`src/rtl/dram_rfsh_pkg.sv`:
```
package dram_rfsh_pkg;
  typedef enum logic [1:0] {
    PH_INIT   = 2'd0,
    PH_NORMAL = 2'd1,
    PH_SELF   = 2'd2,
    PH_BURST  = 2'd3
  } phase_e;

  typedef enum logic [1:0] {E_IDLE, E_LEAD, E_LOW, E_PRE} eng_e;

  typedef enum logic [2:0] {S_PWRUP, S_INIT, S_IDLE, S_REF, S_SR, S_BURST} seq_e;
endpackage

```
`src/rtl/rfsh_interval.sv`:
```
module rfsh_interval #(
  parameter int unsigned INTERVAL = 3906,
  parameter int unsigned MAX_PEND = 4
) (
  input  logic clk_i,
  input  logic rst_ni,
  input  logic en_i,
  input  logic take_i,
  output logic any_o,
  output logic full_o
);
  localparam int unsigned TW = $clog2(INTERVAL);
  localparam int unsigned PW = $clog2(MAX_PEND + 1);

  logic [TW-1:0] tmr_q;
  logic [PW-1:0] pend_q;
  logic          tick;

  assign tick   = en_i && (tmr_q == TW'(INTERVAL - 1));
  assign any_o  = pend_q != '0;
  assign full_o = pend_q == PW'(MAX_PEND);

  always_ff @(posedge clk_i or negedge rst_ni) begin
    if (!rst_ni) begin
      tmr_q  <= '0;
      pend_q <= '0;
    end else if (!en_i) begin
      tmr_q  <= '0;
      pend_q <= '0;
    end else begin
      tmr_q <= tick ? '0 : tmr_q + 1'b1;
      unique case ({tick, take_i})
        2'b10:   if (!full_o) pend_q <= pend_q + 1'b1;
        2'b01:   pend_q <= pend_q - 1'b1;
        default: ;
      endcase
    end
  end

  AST_PEND_CEIL: assert property (@(posedge clk_i) disable iff (!rst_ni)
    pend_q <= PW'(MAX_PEND)) else $error("pending above ceiling");
  AST_TAKE_NONEMPTY: assert property (@(posedge clk_i) disable iff (!rst_ni)
    take_i |-> any_o) else $error("take with nothing stored");
  AST_SAT_HOLD: assert property (@(posedge clk_i) disable iff (!rst_ni)
    (en_i && full_o && !take_i) |=> full_o) else $error("saturated count dropped");
endmodule

```
`src/rtl/cbr_engine.sv`:
```
module cbr_engine
  import dram_rfsh_pkg::*;
#(
  parameter int unsigned T_CSR = 2,
  parameter int unsigned T_RAS = 15,
  parameter int unsigned T_RP  = 10
) (
  input  logic clk_i,
  input  logic rst_ni,
  input  logic start_i,
  input  logic hold_i,
  output logic busy_o,
  output logic done_o,
  output logic low_o,
  output logic ras_n_o,
  output logic cas_n_o
);
  localparam int unsigned T_A   = (T_CSR > T_RAS) ? T_CSR : T_RAS;
  localparam int unsigned T_MAX = (T_A > T_RP) ? T_A : T_RP;
  localparam int unsigned CW    = $clog2(T_MAX + 1);

  eng_e          st_q;
  logic [CW-1:0] cnt_q;

  always_ff @(posedge clk_i or negedge rst_ni) begin
    if (!rst_ni) begin
      st_q  <= E_IDLE;
      cnt_q <= '0;
    end else begin
      unique case (st_q)
        E_IDLE: if (start_i) begin
          st_q  <= E_LEAD;
          cnt_q <= '0;
        end
        E_LEAD: if (cnt_q == CW'(T_CSR - 1)) begin
          st_q  <= E_LOW;
          cnt_q <= '0;
        end else cnt_q <= cnt_q + 1'b1;
        E_LOW: if (cnt_q >= CW'(T_RAS - 1) && !hold_i) begin
          st_q  <= E_PRE;
          cnt_q <= '0;
        end else if (cnt_q < CW'(T_RAS - 1)) cnt_q <= cnt_q + 1'b1;
        E_PRE: if (cnt_q == CW'(T_RP - 1)) begin
          st_q  <= E_IDLE;
          cnt_q <= '0;
        end else cnt_q <= cnt_q + 1'b1;
        default: st_q <= E_IDLE;
      endcase
    end
  end

  assign busy_o  = st_q != E_IDLE;
  assign done_o  = (st_q == E_PRE) && (cnt_q == CW'(T_RP - 1));
  assign low_o   = st_q == E_LOW;
  assign ras_n_o = !low_o;
  assign cas_n_o = !((st_q == E_LEAD) || (st_q == E_LOW));

  AST_CBR_ORDER: assert property (@(posedge clk_i) disable iff (!rst_ni)
    $fell(ras_n_o) |-> $past(!cas_n_o)) else $error("RAS fell without CAS lead");
  AST_START_WHEN_IDLE: assert property (@(posedge clk_i) disable iff (!rst_ni)
    start_i |-> !busy_o) else $error("start while busy");
endmodule

```
`src/rtl/dram_refresh_seq.sv`:
```
module dram_refresh_seq
  import dram_rfsh_pkg::*;
#(
  parameter int unsigned PWRUP_CYC     = 50000,
  parameter int unsigned INIT_CYCLES   = 8,
  parameter int unsigned ROWS          = 1024,
  parameter int unsigned RETENTION_CYC = 4000000,
  parameter int unsigned MAX_PEND      = 4,
  parameter int unsigned SR_MIN_CYC    = 25000,
  parameter int unsigned T_CSR         = 2,
  parameter int unsigned T_RAS         = 15,
  parameter int unsigned T_RP          = 10
) (
  input  logic       clk_i,
  input  logic       rst_ni,
  input  logic       host_req_i,
  input  logic       sr_req_i,
  output logic       host_gnt_o,
  output logic       own_o,
  output logic       ras_n_o,
  output logic       cas_n_o,
  output logic       we_n_o,
  output logic [1:0] phase_o
);
  localparam int unsigned INTERVAL = RETENTION_CYC / ROWS;
  localparam int unsigned WMAX     = (PWRUP_CYC > SR_MIN_CYC) ? PWRUP_CYC : SR_MIN_CYC;
  localparam int unsigned WW       = $clog2(WMAX + 1);
  localparam int unsigned RMAX     = (ROWS > INIT_CYCLES) ? ROWS : INIT_CYCLES;
  localparam int unsigned RW       = $clog2(RMAX + 1);

  seq_e          st_q;
  logic [WW-1:0] wait_q;
  logic [RW-1:0] ref_q;
  logic eng_start, eng_hold, eng_busy, eng_done, eng_low;
  logic pend_any, pend_full, take, tmr_en;
  phase_e phase;

  always_comb begin
    eng_start = 1'b0;
    unique case (st_q)
      S_INIT, S_BURST: eng_start = !eng_busy;
      S_IDLE:          eng_start = !host_req_i && (pend_any || sr_req_i);
      default:         eng_start = 1'b0;
    endcase
  end

  assign take     = (st_q == S_IDLE) && !host_req_i && pend_any;
  assign eng_hold = (st_q == S_SR) && (sr_req_i || (wait_q < WW'(SR_MIN_CYC)));
  assign tmr_en   = (st_q == S_IDLE) || (st_q == S_REF);

  always_comb begin
    unique case (st_q)
      S_IDLE, S_REF: phase = PH_NORMAL;
      S_SR:          phase = PH_SELF;
      S_BURST:       phase = PH_BURST;
      default:       phase = PH_INIT;
    endcase
  end

  always_ff @(posedge clk_i or negedge rst_ni) begin
    if (!rst_ni) begin
      st_q   <= S_PWRUP;
      wait_q <= '0;
      ref_q  <= '0;
    end else begin
      unique case (st_q)
        S_PWRUP: if (wait_q == WW'(PWRUP_CYC - 1)) begin
          st_q   <= S_INIT;
          wait_q <= '0;
        end else wait_q <= wait_q + 1'b1;
        S_INIT: if (eng_done) begin
          if (ref_q == RW'(INIT_CYCLES - 1)) begin
            st_q  <= S_IDLE;
            ref_q <= '0;
          end else ref_q <= ref_q + 1'b1;
        end
        S_IDLE: if (take) st_q <= S_REF;
        else if (eng_start) begin
          st_q   <= S_SR;
          wait_q <= '0;
        end
        S_REF: if (eng_done) st_q <= S_IDLE;
        S_SR: begin
          if (eng_low && (wait_q < WW'(SR_MIN_CYC))) wait_q <= wait_q + 1'b1;
          if (eng_done) begin
            st_q  <= S_BURST;
            ref_q <= '0;
          end
        end
        S_BURST: if (eng_done) begin
          if (ref_q == RW'(ROWS - 1)) begin
            st_q  <= S_IDLE;
            ref_q <= '0;
          end else ref_q <= ref_q + 1'b1;
        end
        default: st_q <= S_PWRUP;
      endcase
    end
  end

  rfsh_interval #(
    .INTERVAL(INTERVAL),
    .MAX_PEND(MAX_PEND)
  ) u_interval (
    .clk_i (clk_i),
    .rst_ni(rst_ni),
    .en_i  (tmr_en),
    .take_i(take),
    .any_o (pend_any),
    .full_o(pend_full)
  );

  cbr_engine #(
    .T_CSR(T_CSR),
    .T_RAS(T_RAS),
    .T_RP (T_RP)
  ) u_engine (
    .clk_i  (clk_i),
    .rst_ni (rst_ni),
    .start_i(eng_start),
    .hold_i (eng_hold),
    .busy_o (eng_busy),
    .done_o (eng_done),
    .low_o  (eng_low),
    .ras_n_o(ras_n_o),
    .cas_n_o(cas_n_o)
  );

  assign host_gnt_o = host_req_i && (st_q == S_IDLE) && !pend_full;
  assign own_o      = st_q != S_IDLE;
  assign we_n_o     = 1'b1;
  assign phase_o    = phase;

  AST_GNT_PINS_IDLE: assert property (@(posedge clk_i) disable iff (!rst_ni)
    host_gnt_o |-> (ras_n_o && cas_n_o)) else $error("grant with strobes active");
  AST_PWRUP_QUIET: assert property (@(posedge clk_i) disable iff (!rst_ni)
    (st_q == S_PWRUP) |-> (ras_n_o && cas_n_o)) else $error("strobe during pause");
  AST_SR_MIN: assert property (@(posedge clk_i) disable iff (!rst_ni)
    ((st_q == S_SR) && $rose(ras_n_o)) |-> (wait_q == WW'(SR_MIN_CYC)))
    else $error("self refresh too short");
  AST_BURST_EXIT: assert property (@(posedge clk_i) disable iff (!rst_ni)
    (phase == PH_BURST) |=> (phase == PH_BURST || phase == PH_NORMAL))
    else $error("bad exit from burst");
endmodule

```
`config.mk`:
```
export PLATFORM = sky130hd
export DESIGN_NAME = dram_refresh_seq
export DESIGN_NICKNAME = d
export VERILOG_FILES = /design/src/rtl/dram_rfsh_pkg.sv /design/src/rtl/rfsh_interval.sv /design/src/rtl/cbr_engine.sv /design/src/rtl/dram_refresh_seq.sv
export SDC_FILE = /design/constraint.sdc
export NUM_CORES = 1
export LEC_CHECK = 0
export CORE_MARGIN = 3
export CORE_UTILIZATION = 55
export DETAILED_ROUTE_END_ITERATION = 6
export HOLD_SLACK_MARGIN = 0.1
export PLACE_DENSITY = 0.76
export SLEW_MARGIN = 20
export SYNTH_ARGS = -nofsm -noshare
export SYNTH_HDL_FRONTEND = slang
export SYNTH_HIERARCHICAL = 1
export SYNTH_SLANG_ARGS = --single-unit
```
`constraint.sdc`:
```
create_clock -name clk_i -period 2.3 [get_ports clk_i]
set_input_delay 0.46 -clock clk_i [delete_from_list [all_inputs] [get_ports clk_i]]
set_output_delay 0.46 -clock clk_i [all_outputs]
set_load 0.02 [all_outputs]
```
# Yosys cells after proc, flatten, opt, wreduce, memory -nomap -nowiden
# Cells that the tools add are included.
[classes]
add_sub_neg = 6
multipliers = 0
n_div = 0
magnitude_cmp = 3
eq_ne = 36
shifts = 0
mux = 39
bitwise = 0
reduce_logical = 34
[ops]
columns = ["cell", "count"]
rows = [
  ["2-to-1 mux 16 bit", 4],
  ["2-to-1 mux 11 bit", 5],
  ["case mux 16 bit (3 select lines)", 1],
  ["2-to-1 mux 3 bit", 11],
  ["case mux 11 bit (3 select lines)", 1],
  ["2-to-1 mux 12 bit", 2],
  ["2-to-1 mux 4 bit", 5],
  ["!= test 2 bit (second input constant)", 10],
  ["case mux 3 bit (6 select lines)", 1],
  ["adder 16 x 1 -> 16 bit (second input constant)", 1],
  ["== test 16 bit (second input constant)", 1],
  ["less-than comparator 16 x 15 -> 1 bit (second input constant)", 1],
  ["case mux 4 bit (4 select lines)", 1],
  ["adder 12 x 1 -> 12 bit (second input constant)", 1],
  ["== test 12 bit (second input constant)", 1],
  ["AND reduction 4 bit", 3],
  ["adder 11 x 1 -> 11 bit (second input constant)", 1],
  ["== test 11 x 10 -> 1 bit (second input constant)", 1],
  ["== test 11 x 3 -> 1 bit (second input constant)", 1],
  ["logical AND 1 bit", 10],
  ["== test 3 bit (second input constant)", 3],
  ["nonzero test 3 bit", 3],
  ["2-to-1 mux 2 bit", 4],
  ["!= test 2 x 1 -> 1 bit (second input constant)", 4],
  ["26 further kinds", 42],
]
[totals]
ff_bits = 51
latchBits = 0
mem_bits_rw = 0
rom_bits = 0
inputBits = 4
output_inout_bits = 7
memories = 0

# Logic depth before layout (Yosys ltp)
[depth]
word_depth = 7
ltp_mapped = 11
ltp_nobuf = 11

# Modules after synthesis
# Netlist, hierarchy kept.
[by_module_without_submodules]
columns = ["mod", "instances", "cells_each", "area_each_um2", "seq_area_each_um2"]
rows = [
  ["dram_refresh_seq", 1, 247, 2110.8, 750.7],
  ["rfsh_interval", 1, 90, 859.6, 375.4],
  ["cbr_engine", 1, 52, 489.2, 150.1],
]

# Worst setup path after synthesis
# No wires, ideal clock.
[synth_path]
kind = "reg2reg"
startpoint = "register, netlist name st_q[1]"
endpoint = "register u_interval.pend_q[1]"
arrival_time_ns = 2.544
required_time_ns = 2.174
slack_ns = -0.370
path_stages_with_launch = 11
path_buffers = 0
cell_sequence = "dfrtp_1 -> inv_1 -> nor3_1 -> inv_1 -> nor2_1 -> inv_1 -> a21oi_1 -> fa_1 -> nor2b_1 -> mux2i_1 -> o22ai_1"
[synth_rtl]
columns = ["element", "line", "source"]
rows = [
  ["to (signal assigned)", "rfsh_interval.sv:33", "2'b10: if (!full_o) pend_q <= pend_q + 1'b1;"],
  ["to (signal assigned)", "rfsh_interval.sv:34", "2'b01: pend_q <= pend_q - 1'b1;"],
  ["to (decl)", "rfsh_interval.sv:16", "logic [PW-1:0] pend_q;"],
]

# Final worst setup path
[layout_path]
startpoint = "register u_interval.tmr_q[1]"
endpoint = "register u_interval.pend_q[1]"
[layout_via]
elab_chain_len = 5
word_cells_on_any_way = 9
cone_classes = "eq/ne (5); mux (2); reduce/logical (2)"
[layout_rtl]
columns = ["element", "line", "source"]
rows = [
  ["from (decl)", "rfsh_interval.sv:15", "logic [TW-1:0] tmr_q;"],
  ["from (signal assigned)", "rfsh_interval.sv:31", "tmr_q <= tick ? '0 : tmr_q + 1'b1;"],
  ["== test 12 bit *", "rfsh_interval.sv:19", "assign tick = en_i && (tmr_q == TW'(INTERVAL - 1));"],
  ["logical AND 1 bit *", "rfsh_interval.sv:19", ""],
  ["== test 2 x 1 -> 1 bit / == test 2 bit (equally long branches)", "rfsh_interval.sv:32", "unique case ({tick, take_i})"],
  ["case mux 3 bit (2 select lines) / != test 3 bit (equally long branches)", "--", ""],
  ["2-to-1 mux 3 bit / AND reduction 2 bit (equally long branches)", "--", ""],
]
# Every way passes the cells marked *; elsewhere a longest branch is shown, timed or not.
# A chain may end at the register's enable or synchronous reset.

==> results_dict.tcl <==
set metrics [dict create \
    multiInputGateArea_um2 2100 \
    switching_share 0.207 \
    ys_types 66 \
    rsz0062_at_grt "true" \
    syn_area_um2 3460 \
    gp_congestion 0.900 \
    detail-route-antenna-nets 0 \
    hold_path.class "primary input to asynchronous set/reset pin" \
    antenna_found_initial 0 \
    internal_power_mw 1.22 \
    vdd_drop_max_v 0.000263 \
    design_area_um2 4050 \
    setup_viol 0 \
    fin_worst_skew_ns 0.0108 \
    synth.cells.most_frequent "51 x dfrtp_1, 42 x nand2_1, 39 x nor2_1, 22 x o21ai_0, 21 x inv_1" \
    grt_overflow 0 \
    register_area_um2 1280 \
    powerDensity_nw_per_um2 381 \
    clk_pin_slew_ns 0.10 \
    placed_cell_area_um2 3890 \
    portBuffers 9 \
    synth_fp_nets 410 \
    timing.final.crit_share 0.964 \
    clkPwrFrac 0.399 \
    drtIter0Drc 144 \
    period_needed_ns 2.22 \
    synthesis.instances 389 \
    async_flop_share 1.00 \
    cp_max_fo 2 \
    cts_tree "done" \
    final_nets 454 \
    yosysSeqAreaShare 0.369 \
    grt.total_usage 0.226 \
    die_area_um2 7280 \
    grt_pass1_wl_um 13600 \
    synth_seq_cells 51 \
    cap_violations 0 \
    fin_total_pwr_mw 1.54 \
    r2r_slack_ns 0.08 \
    num_antenna_cells 0 \
    synth_area_leaders "dfrtp_1 37%, ha_1 5.8%, nand2_1 4.6%" \
    seq_power_share 0.580 \
    grt_pass1_vias 2994 \
    syn2layout_area_growth_pct 17.0 \
    synth-edff-count 0 \
    num_vias 3049 \
    cts_sinks 51 \
    synth_top_area_share 0.369 \
    fill_cells 456 \
    die-width_um 85.3 \
    synth_top_cell_by_area "dfrtp_1" \
    routed_via_density 6.00 \
    crit_arrival_ns 2.44 \
    status "finished, final reports clean" \
    pwr-share-comb 0.020 \
    wirelength_um 7710 \
    wl_per_cell_um 15.2 \
    dp_hpwl_um 5690 \
    clock_path_buffers 2 \
    crit_path_end_kind "flip-flop" \
    start_util 0.577 \
    timing.critical_path.required_ns 2.52 \
    tightest_slew_ns 0.603 \
    num_io_pins 11 \
    cts_buffers 5 \
    post-route-util 0.676 \
    hold_viol_final 0 \
    crit_type "flip-flop to flip-flop" \
    h-tree-depth 2 \
    fp.coreArea_um2 5990 \
    maxClockFrequency_mhz 451 \
    layout-drive-gt1-share 0.178 \
    final_max_slew_viol_count 0 \
    drc 0 \
    timing.slew.headroom 0.595 \
    cts_root_buf "clkbuf_8" \
    crit_path_start_kind "flip-flop" \
    dr.pass1.iters 4 \
    synth_flop_cell "dfrtp_1" \
    ys_warn_count 6 \
    power.leakage_nw 1.78 \
    num_rows 28 \
    syn_area_per_cell_um2 8.89 \
    power_switching_mw 0.319 \
    yosysMostFrequentCell "dfrtp_1" \
    die_y_um 85.3 \
    grt_start_max_net_pins 27 \
    clock_latency_ns 0.30 \
]
==> cell usage in the layout (no fill, tap or decap), types with 7 or more instances in the layout <==
cell     Yosys  layout
nor2_1      39      38
buf_4        1      38
nand2_1     42      42
nand3_1     18      18
inv_1       21      19
mux2i_1      7       7
o21ai_0     22      22
ha_1        16      16
o31ai_1     11      11
or3_1        8       8
dfrtp_1     51      50
a22o_1      12      12
and3_1       7       7
xnor2_1      7       7
==> layout make-up <==
type	count	area share
Multi-Input combinational cell	306	0.519
Timing Repair Buffer	48	0.0970
Clock inverter	2	0.00927
Clock buffer	5	0.0170
Sequential cell	51	0.316
Inverter	21	0.0195
Tap cell	75	0.0232
==> per-stage QoR <==
step | setup WS [ns] | cells | hold slack (ns) | setup TNS [ns]
3_3_place_gp | -0.0797 | 500 | 0.504 | -0.174
5_1_grt | -0.0889 | 508 | 0.198 | -0.110
6_report | 0.0828 | 508 | 0.153 | 0
3_5_place_dp | -0.105 | 500 | 0.507 | -0.345
4_1_cts | 0.0523 | 507 | 0.168 | 0
2_1_floorplan | -0.0117 | 389 | 0.164 | -0.0117
==> power by group through the flow <==
stage / logic (mW) / registers, mW / clock network [mW]
after floorplan: 0.00516 / 0.914 / 0
after global placement: 0.0331 / 0.914 / 0
after detailed placement: 0.0331 / 0.914 / 0
after CTS: 0.0332 / 0.896 / 0.641
after global routing: 0.0362 / 0.896 / 0.657
final: 0.0316 / 0.896 / 0.616
==> final timing paths <==
kind,start,end,cells after the start
min,rst_ni,ref_q[7],1
max,u_interval/tmr_q[1],u_interval/pend_q[1],9
max reg2reg,u_interval/tmr_q[1],u_interval/pend_q[1],9
min reg2reg,ref_q[1],ref_q[1],2
min in group clk_i,ref_q[1],ref_q[1],2
max in group asynchronous,rst_ni,wait_q[7],2
==> layer usage <==
metal,up-vias,track usage,share of wire
li1,1520,-,-
met1,1459,0.307,0.46
met2,63,0.374,0.49
met3,7,0.0340,0.035
met4,0,0.0647,0.012
met5,-,0,0
==> kinds of logic (layout without fill, tap and decap cells) <==
| family | after synthesis | count (layout) | share of synthesized area |
|---|---|---|---|
| xor gates and xnor gates | 12 | 12 | 0.0304 |
| and+or+nand+nor | 169 | 169 | 0.263 |
| AOI/OAI and AO/OA | 98 | 98 | 0.205 |
| DFF | 51 | 51 | 0.369 |
| muxes | 9 | 9 | 0.0268 |
| other | 1 | 1 | 0.00108 |
| buffers and inverters | 32 | 76 | 0.0412 |
| adders and majority gates | 17 | 17 | 0.0637 |
==> flip-flops by register name, summed over array words and instances (netlist names) <==
name               count
ref_q                 11
st_q                   3
u_engine/cnt_q         4
u_engine/st_q          2
u_interval/pend_q      3
u_interval/tmr_q      12
wait_q                16
==> worst max-delay path: stages, from the launching register on <==
cell,delay [ns]
dfrtp_1,0.39
inv_1,0.05
ha_1,0.12
or4b_4,0.49
nor3_4,0.16
a21oi_2,0.08
fa_1,0.51
nor2b_4,0.13
mux2i_1,0.06
o22ai_1,0.16
==> timing repair <==
action | 4_1_cts | 5_1_grt
hold buffers | 0 | 0
endpoints found under the setup margin | 2 | 11
pin swaps | 0 | 1
resized for setup | 3 | 12
setup buffers | 0 | 1
No activity file was read; power rests on OpenSTA's default activity.
